File: src/rtl/coinc_pkg.sv
`timescale 1ns/1ps
package coinc_pkg;
  // Action taken on the FIFO heads in one cycle.
  typedef enum logic [1:0] {
    ACT_IDLE   = 2'd0,
    ACT_DROP_S = 2'd1,
    ACT_MATCH  = 2'd2,
    ACT_MISS   = 2'd3
  } act_e;
endpackage

File: src/rtl/ts_fifo.sv
`timescale 1ns/1ps
// Show-ahead FIFO: the head word is valid combinationally, so it can be
// compared in the same cycle. The array is written without reset, which
// suits distributed RAM.
module ts_fifo #(
  parameter int W  = 16,
  parameter int AW = 4
) (
  input  logic         clk,
  input  logic         rst,
  input  logic         push,
  input  logic [W-1:0] din,
  input  logic         pop,
  output logic [W-1:0] head,
  output logic         empty,
  output logic         full
);
  localparam int DEPTH = 1 << AW;

  logic [W-1:0] mem [DEPTH];
  logic [AW:0]  wr_ptr, rd_ptr;
  logic         do_wr, do_rd;

  assign empty = (wr_ptr == rd_ptr);
  assign full  = (wr_ptr[AW] != rd_ptr[AW]) && (wr_ptr[AW-1:0] == rd_ptr[AW-1:0]);
  assign do_wr = push && !full;
  assign do_rd = pop && !empty;
  assign head  = mem[rd_ptr[AW-1:0]];

  always_ff @(posedge clk) begin
    if (do_wr) mem[wr_ptr[AW-1:0]] <= din;
  end

  always_ff @(posedge clk) begin
    if (rst) begin
      wr_ptr <= '0;
      rd_ptr <= '0;
    end else begin
      if (do_wr) wr_ptr <= wr_ptr + 1'b1;
      if (do_rd) rd_ptr <= rd_ptr + 1'b1;
    end
  end
endmodule

File: src/rtl/coinc_engine.sv
`timescale 1ns/1ps
// Decides, from the two FIFO heads and the current time, which single
// action to take this cycle. Every difference is taken modulo 2^TS_W.
module coinc_engine
  import coinc_pkg::*;
#(
  parameter int TS_W = 16
) (
  input  logic [TS_W-1:0] rt,
  input  logic [TS_W-1:0] offset_cfg,
  input  logic [TS_W-1:0] gate_cfg,
  input  logic [TS_W-1:0] m_head,
  input  logic            m_empty,
  input  logic [TS_W-1:0] s_head,
  input  logic            s_empty,
  output act_e            act,
  output logic            m_pop,
  output logic            s_pop
);
  logic [TS_W-1:0] m_age, s_age, sep;
  logic            m_ok, s_ok, sep_nonpos;

  always_comb begin
    m_age      = rt - m_head;
    s_age      = rt - s_head;
    sep        = s_head - m_head;
    m_ok       = !m_empty && (m_age > offset_cfg);
    s_ok       = !s_empty && (s_age > offset_cfg);
    sep_nonpos = sep[TS_W-1] || (sep == '0);
    act        = ACT_IDLE;
    if (m_ok) begin
      if (s_empty)              act = ACT_MISS;
      else if (sep_nonpos)      act = s_ok ? ACT_DROP_S : ACT_IDLE;
      else if (sep >= gate_cfg) act = ACT_MISS;
      else if (s_ok)            act = ACT_MATCH;
    end
  end

  assign m_pop = (act == ACT_MATCH) || (act == ACT_MISS);
  assign s_pop = (act == ACT_MATCH) || (act == ACT_DROP_S);
endmodule

File: src/rtl/trig_combiner.sv
`timescale 1ns/1ps
// Combines the coincidence result with selected, optionally inverted,
// aux inputs using AND or OR.
module trig_combiner #(
  parameter int N_AUX = 2
) (
  input  logic             matched,
  input  logic             or_mode,
  input  logic [N_AUX-1:0] aux_in,
  input  logic [N_AUX-1:0] aux_use,
  input  logic [N_AUX-1:0] aux_inv,
  output logic             fire
);
  logic [N_AUX-1:0] term_and, term_or;

  for (genvar i = 0; i < N_AUX; i++) begin : g_term
    logic lvl;
    assign lvl         = aux_in[i] ^ aux_inv[i];
    assign term_and[i] = !aux_use[i] || lvl;
    assign term_or[i]  = aux_use[i] && lvl;
  end

  assign fire = or_mode ? (matched || (|term_or)) : (matched && (&term_and));
endmodule

File: src/rtl/coinc_trigger_unit.sv
`timescale 1ns/1ps
module coinc_trigger_unit
  import coinc_pkg::*;
#(
  parameter int TS_W    = 16,
  parameter int FIFO_AW = 4,
  parameter int N_AUX   = 2
) (
  input  logic             clk,
  input  logic             rst,
  input  logic             m_valid,
  input  logic [TS_W-1:0]  m_ts,
  input  logic             s_valid,
  input  logic [TS_W-1:0]  s_ts,
  input  logic [TS_W-1:0]  offset_cfg,
  input  logic [TS_W-1:0]  gate_cfg,
  input  logic             or_mode,
  input  logic [N_AUX-1:0] aux_in,
  input  logic [N_AUX-1:0] aux_use,
  input  logic [N_AUX-1:0] aux_inv,
  output logic             trig_out,
  output logic [TS_W-1:0]  trig_ts,
  output logic [TS_W-1:0]  rt_now,
  output logic             ovf
);
  logic [TS_W-1:0] m_head, s_head;
  logic            m_empty, m_full, s_empty, s_full;
  logic            m_pop, s_pop, fire, matched;
  act_e            act;

  ts_fifo #(.W(TS_W), .AW(FIFO_AW)) i_mfifo (
    .clk(clk), .rst(rst), .push(m_valid), .din(m_ts), .pop(m_pop),
    .head(m_head), .empty(m_empty), .full(m_full)
  );

  ts_fifo #(.W(TS_W), .AW(FIFO_AW)) i_sfifo (
    .clk(clk), .rst(rst), .push(s_valid), .din(s_ts), .pop(s_pop),
    .head(s_head), .empty(s_empty), .full(s_full)
  );

  coinc_engine #(.TS_W(TS_W)) i_engine (
    .rt(rt_now), .offset_cfg(offset_cfg), .gate_cfg(gate_cfg),
    .m_head(m_head), .m_empty(m_empty), .s_head(s_head), .s_empty(s_empty),
    .act(act), .m_pop(m_pop), .s_pop(s_pop)
  );

  assign matched = (act == ACT_MATCH);

  trig_combiner #(.N_AUX(N_AUX)) i_comb (
    .matched(matched), .or_mode(or_mode), .aux_in(aux_in),
    .aux_use(aux_use), .aux_inv(aux_inv), .fire(fire)
  );

  always_ff @(posedge clk) begin
    if (rst) begin
      rt_now   <= '0;
      trig_out <= 1'b0;
      trig_ts  <= '0;
      ovf      <= 1'b0;
    end else begin
      rt_now   <= rt_now + TS_W'(1);
      trig_out <= m_pop && fire;
      if (m_pop && fire) trig_ts <= m_head;
      if ((m_valid && m_full) || (s_valid && s_full)) ovf <= 1'b1;
    end
  end
endmodule

File: config.mk
export PLATFORM = sky130hd
export DESIGN_NAME = coinc_trigger_unit
export DESIGN_NICKNAME = d
export VERILOG_FILES = /design/src/rtl/coinc_pkg.sv /design/src/rtl/ts_fifo.sv /design/src/rtl/coinc_engine.sv /design/src/rtl/trig_combiner.sv /design/src/rtl/coinc_trigger_unit.sv
export SDC_FILE = /design/constraint.sdc
export NUM_CORES = 1
export LEC_CHECK = 0
export BUFFER_PORTS_ARGS = -buffer_cell sky130_fd_sc_hd__clkbuf_2
export CAP_MARGIN = 20
export CORE_ASPECT_RATIO = 0.5
export CORE_MARGIN = 2
export CORE_UTILIZATION = 35
export CTS_CLUSTER_SIZE = 16
export DETAILED_ROUTE_END_ITERATION = 8
export GPL_TIMING_DRIVEN = 0
export PLACE_DENSITY = 0.57
export SLEW_MARGIN = 20
export SYNTH_ARGS = -nofsm -noshare
export SYNTH_HDL_FRONTEND = slang
export SYNTH_HIERARCHICAL = 1
export SYNTH_SLANG_ARGS = --single-unit
File: constraint.sdc
create_clock -name clk -period 12.7 [get_ports clk]
set_input_delay 1.905 -clock clk [delete_from_list [all_inputs] [get_ports clk]]
set_output_delay 1.905 -clock clk [all_outputs]
set_load 0.01 [all_outputs]
==> summary.txt <==
GRT Resource Usage Total - 16.5%
HPWL Detailed - 43200 um
DRT antenna net count - 0
# hold bufs at CTS - 0
Worst path most repeated cell - nor2b_1
Die Y-Extent - 198 um
via count - 14400
clock power share - 35.2%
H-tree lvl count - 2
Core Box Area - 73700 um^2
hold_ws - 0.459 ns
final setup fails - 0
initial antenna violation count - 2
HP Start - trig_ts[0]
Setup Skew - 0.0166 ns
Residual DRC - 0
switch share - 26.1%
Clock Sinks - 574
CTS max path bufs - 3
Max transition margin - 23.0%
combinational power share - 18.7%
Max Cap Viol - 0
Reg-to-Reg End - trig_ts[11]
RSZ-0062 raised after global routing - false
status - complete, no violations
power density cells - 152 nW/um^2
clk slew on worst S/H paths - 0.07 ns
sequential fraction of the synthesis area - 63.3%
I/O Buffers - 107
Reg2Reg Depth - 30
Max IR drop VDD - 0.0943 mV
die area - 77300 um^2
mapped cell area - 26200 um^2
setup slack, reg-to-reg - 4.45 ns
via/cell ratio - 5.20
CP endpoint kind - flop
final hold violation count - 0
clk_lat worst skew - 0.59 ns
DP Area - 28100 um^2
highest net fanout along the worst path - 10
Worst Path Required - 13.14 ns
Startpoint Class - flop
Reg power frac - 46.2%
Syn Inst Count - 1553
Worst Path Class, Setup - flop to flop
Main synth FF type - edfxtp_1
Resized cells post-CTS - 0
#FFs+latches synth - 574
Total Wirelength - 64000 um
Worst Slack Setup Final - 4.45 ns
Slew Limit Fails - 0
Final period util - 65.0%
LEAKAGE - 10.4 nW
pre-CTS setup slack - 4.30 ns
TritonRoute pass-1 iters - 5
Slew @ Worst Pin - 1.16 ns
Post-synth EDFFs - 512
Ys Warns - 6
GR Overflow Total - 0
Final nets - 1900
routed length per instance - 23.1 um
Tmin final - 8.25 ns
async set-reset flop share out of synthesis - 0%
HP Class - flop to flop
CTS root buffer - clkbuf_16
CP peak stage delay - 0.77 ns
Final GP Congestion - 0.848
num ports - 109
Setup Fix Bufs, Post-CTS - 0
net switching power - 1.19 mW
syn_area_per_cell - 16.9 um^2
P_int - 3.35 mW
# rows - 70
FMAX - 121 MHz
post-route cell area - 29900 um^2
layout cells sized above 1 - 18.2%
CTS tree - done
number of global-route vias before repair - 14400
Final Power - 4.54 mW
die width - 391 um
Data arrival, critical path - 8.69 ns
WHS Path Cells - 2
CP max-delay cell - buf_1
Unique masters post-synth - 71
Initial Util - 35.6%
largest net degree at the start of global routing - 17
total CTS buffers - 51
Iter 0 DRT Violations - 1137
hold path endpoint - trig_ts[0]
Post-Syn Nets - 1737
Total Neg Setup Slack - 0 ns
Syn-to-layout area delta - 13.8%
global-route wire length before repair - 93900 um
kinds of logic after synthesis:
| family | after synthesis | share of synthesized area, % |
|---|---|---|
| XOR/XNOR | 64 | 2.14 |
| multiplexers | 175 | 15.7 |
| AND/OR/NAND/NOR | 279 | 5.74 |
| AO/OA/AOI/OAI | 199 | 5.04 |
| adder cells (fa/ha/maj) | 109 | 5.28 |
| flip-flops | 574 | 63.3 |
| buffers and inverters | 153 | 2.74 |
power groups by stage:
stage	registers [mW]	logic (mW)	clock network, mW
2_1_floorplan	2.14	0.603	0
3_3_place_gp	2.14	0.843	0
3_5_place_dp	2.14	0.854	0
4_1_cts	2.10	0.858	1.63
5_1_grt	2.10	0.939	1.70
6_report	2.10	0.849	1.60
how the worst max path moves through the flow:
stage | to | slack, ns | cells past startpoint
6_report | trig_ts[11] | 4.45 | 30
5_1_grt | trig_ts[2] | 3.74 | 31
4_1_cts | trig_ts[1] | 4.26 | 30
3_5_place_dp | trig_ts[12] | 4.30 | 30
3_3_place_gp | trig_ts[2] | 4.24 | 30
2_1_floorplan | trig_ts[0] | 6.43 | 30
cell type report:
class	instances	area (um^2)
fillers	6654	43800
flip-flops and latches	574	16600
multi-input cells	826	8940
clock buffers	61	1340
well taps	1008	1260
repair buffers	110	606
clock inverters	34	375
inverters	98	368
plain buffers	55	350
diodes	2	5.00
critical path, delay by kind of cell (launching register included):
kind,cells,cell delay (ns)
and+or+nand+nor,10,2.44
AOI/OAI and AO/OA,9,1.71
buffers and inverters,5,1.70
muxes,3,1.10
adders and majority gates,3,0.85
DFF,1,0.31
per-stage QoR:
stage | utilization [%] | std cells
final | 40.5 | 2768
after global routing | 40.5 | 2768
after CTS | 40.5 | 2766
after detailed placement | 38.2 | 2671
after global placement | 38.1 | 2668
after floorplan | - | 1553
synth_stat cells, types with 12 or more instances:
| cell | number | area (um^2) |
|---|---|---|
| xnor2_1 | 48 | 420 |
| nand4_1 | 18 | 113 |
| buf_1 | 12 | 45.0 |
| and3_1 | 30 | 188 |
| clkbuf_1 | 20 | 75.1 |
| inv_1 | 96 | 360 |
| nor3_1 | 22 | 110 |
| xor2_1 | 16 | 140 |
| and4_1 | 12 | 105 |
| edfxtp_1 | 512 | 15400 |
| mux4_2 | 64 | 1440 |
| a21o_1 | 22 | 165 |
| and2_1 | 13 | 81.3 |
| nand3_1 | 18 | 90.1 |
| o21ai_0 | 31 | 155 |
| nor2b_1 | 14 | 87.6 |
| nor2_1 | 49 | 184 |
| nand2_1 | 63 | 236 |
| mux4_1 | 96 | 2520 |
| a21oi_1 | 64 | 320 |
| ha_1 | 106 | 1330 |
| dfxtp_1 | 62 | 1240 |
sequential cells by signal (all words and copies together) (netlist names), named ones only:
register and cells:
i_mfifo/wr_ptr 5, i_sfifo/mem 256, i_sfifo/wr_ptr 5, ovf 1, rt_now 16, i_mfifo/rd_ptr 5, trig_out 1, trig_ts 16
i_sfifo/rd_ptr 5, i_mfifo/mem 256
per-layer routing:
layer,vias to the layer above,GRT usage [%],share of wire [%]
li1,6612,-,-
met1,7453,22.0,44
met2,263,28.6,50
met3,71,2.37,3.7
met4,0,3.73,1.9
met5,-,0,0
placed cells by master, fill, tap and decap left out, drive strengths merged, types with 6 or more instances in the layout:
master / count
edfxtp: 512
nor2b: 14
o311ai: 8
ha: 106
o21a: 8
a211oi: 11
nand3: 19
nand4: 20
nor4: 9
a21oi: 67
inv: 98
nand2b: 9
and3: 30
o21ai: 31
a31oi: 6
a21o: 22
nor3: 23
nand2: 63
dfxtp: 62
and2: 13
nor2: 49
xor2: 16
xnor2: 48
bufinv: 7
or3: 6
and4: 12
buf: 36
clkbuf: 190
clkinv: 22
mux2: 10
mux4: 160
Note: power is estimated with default switching activity, not from simulation.
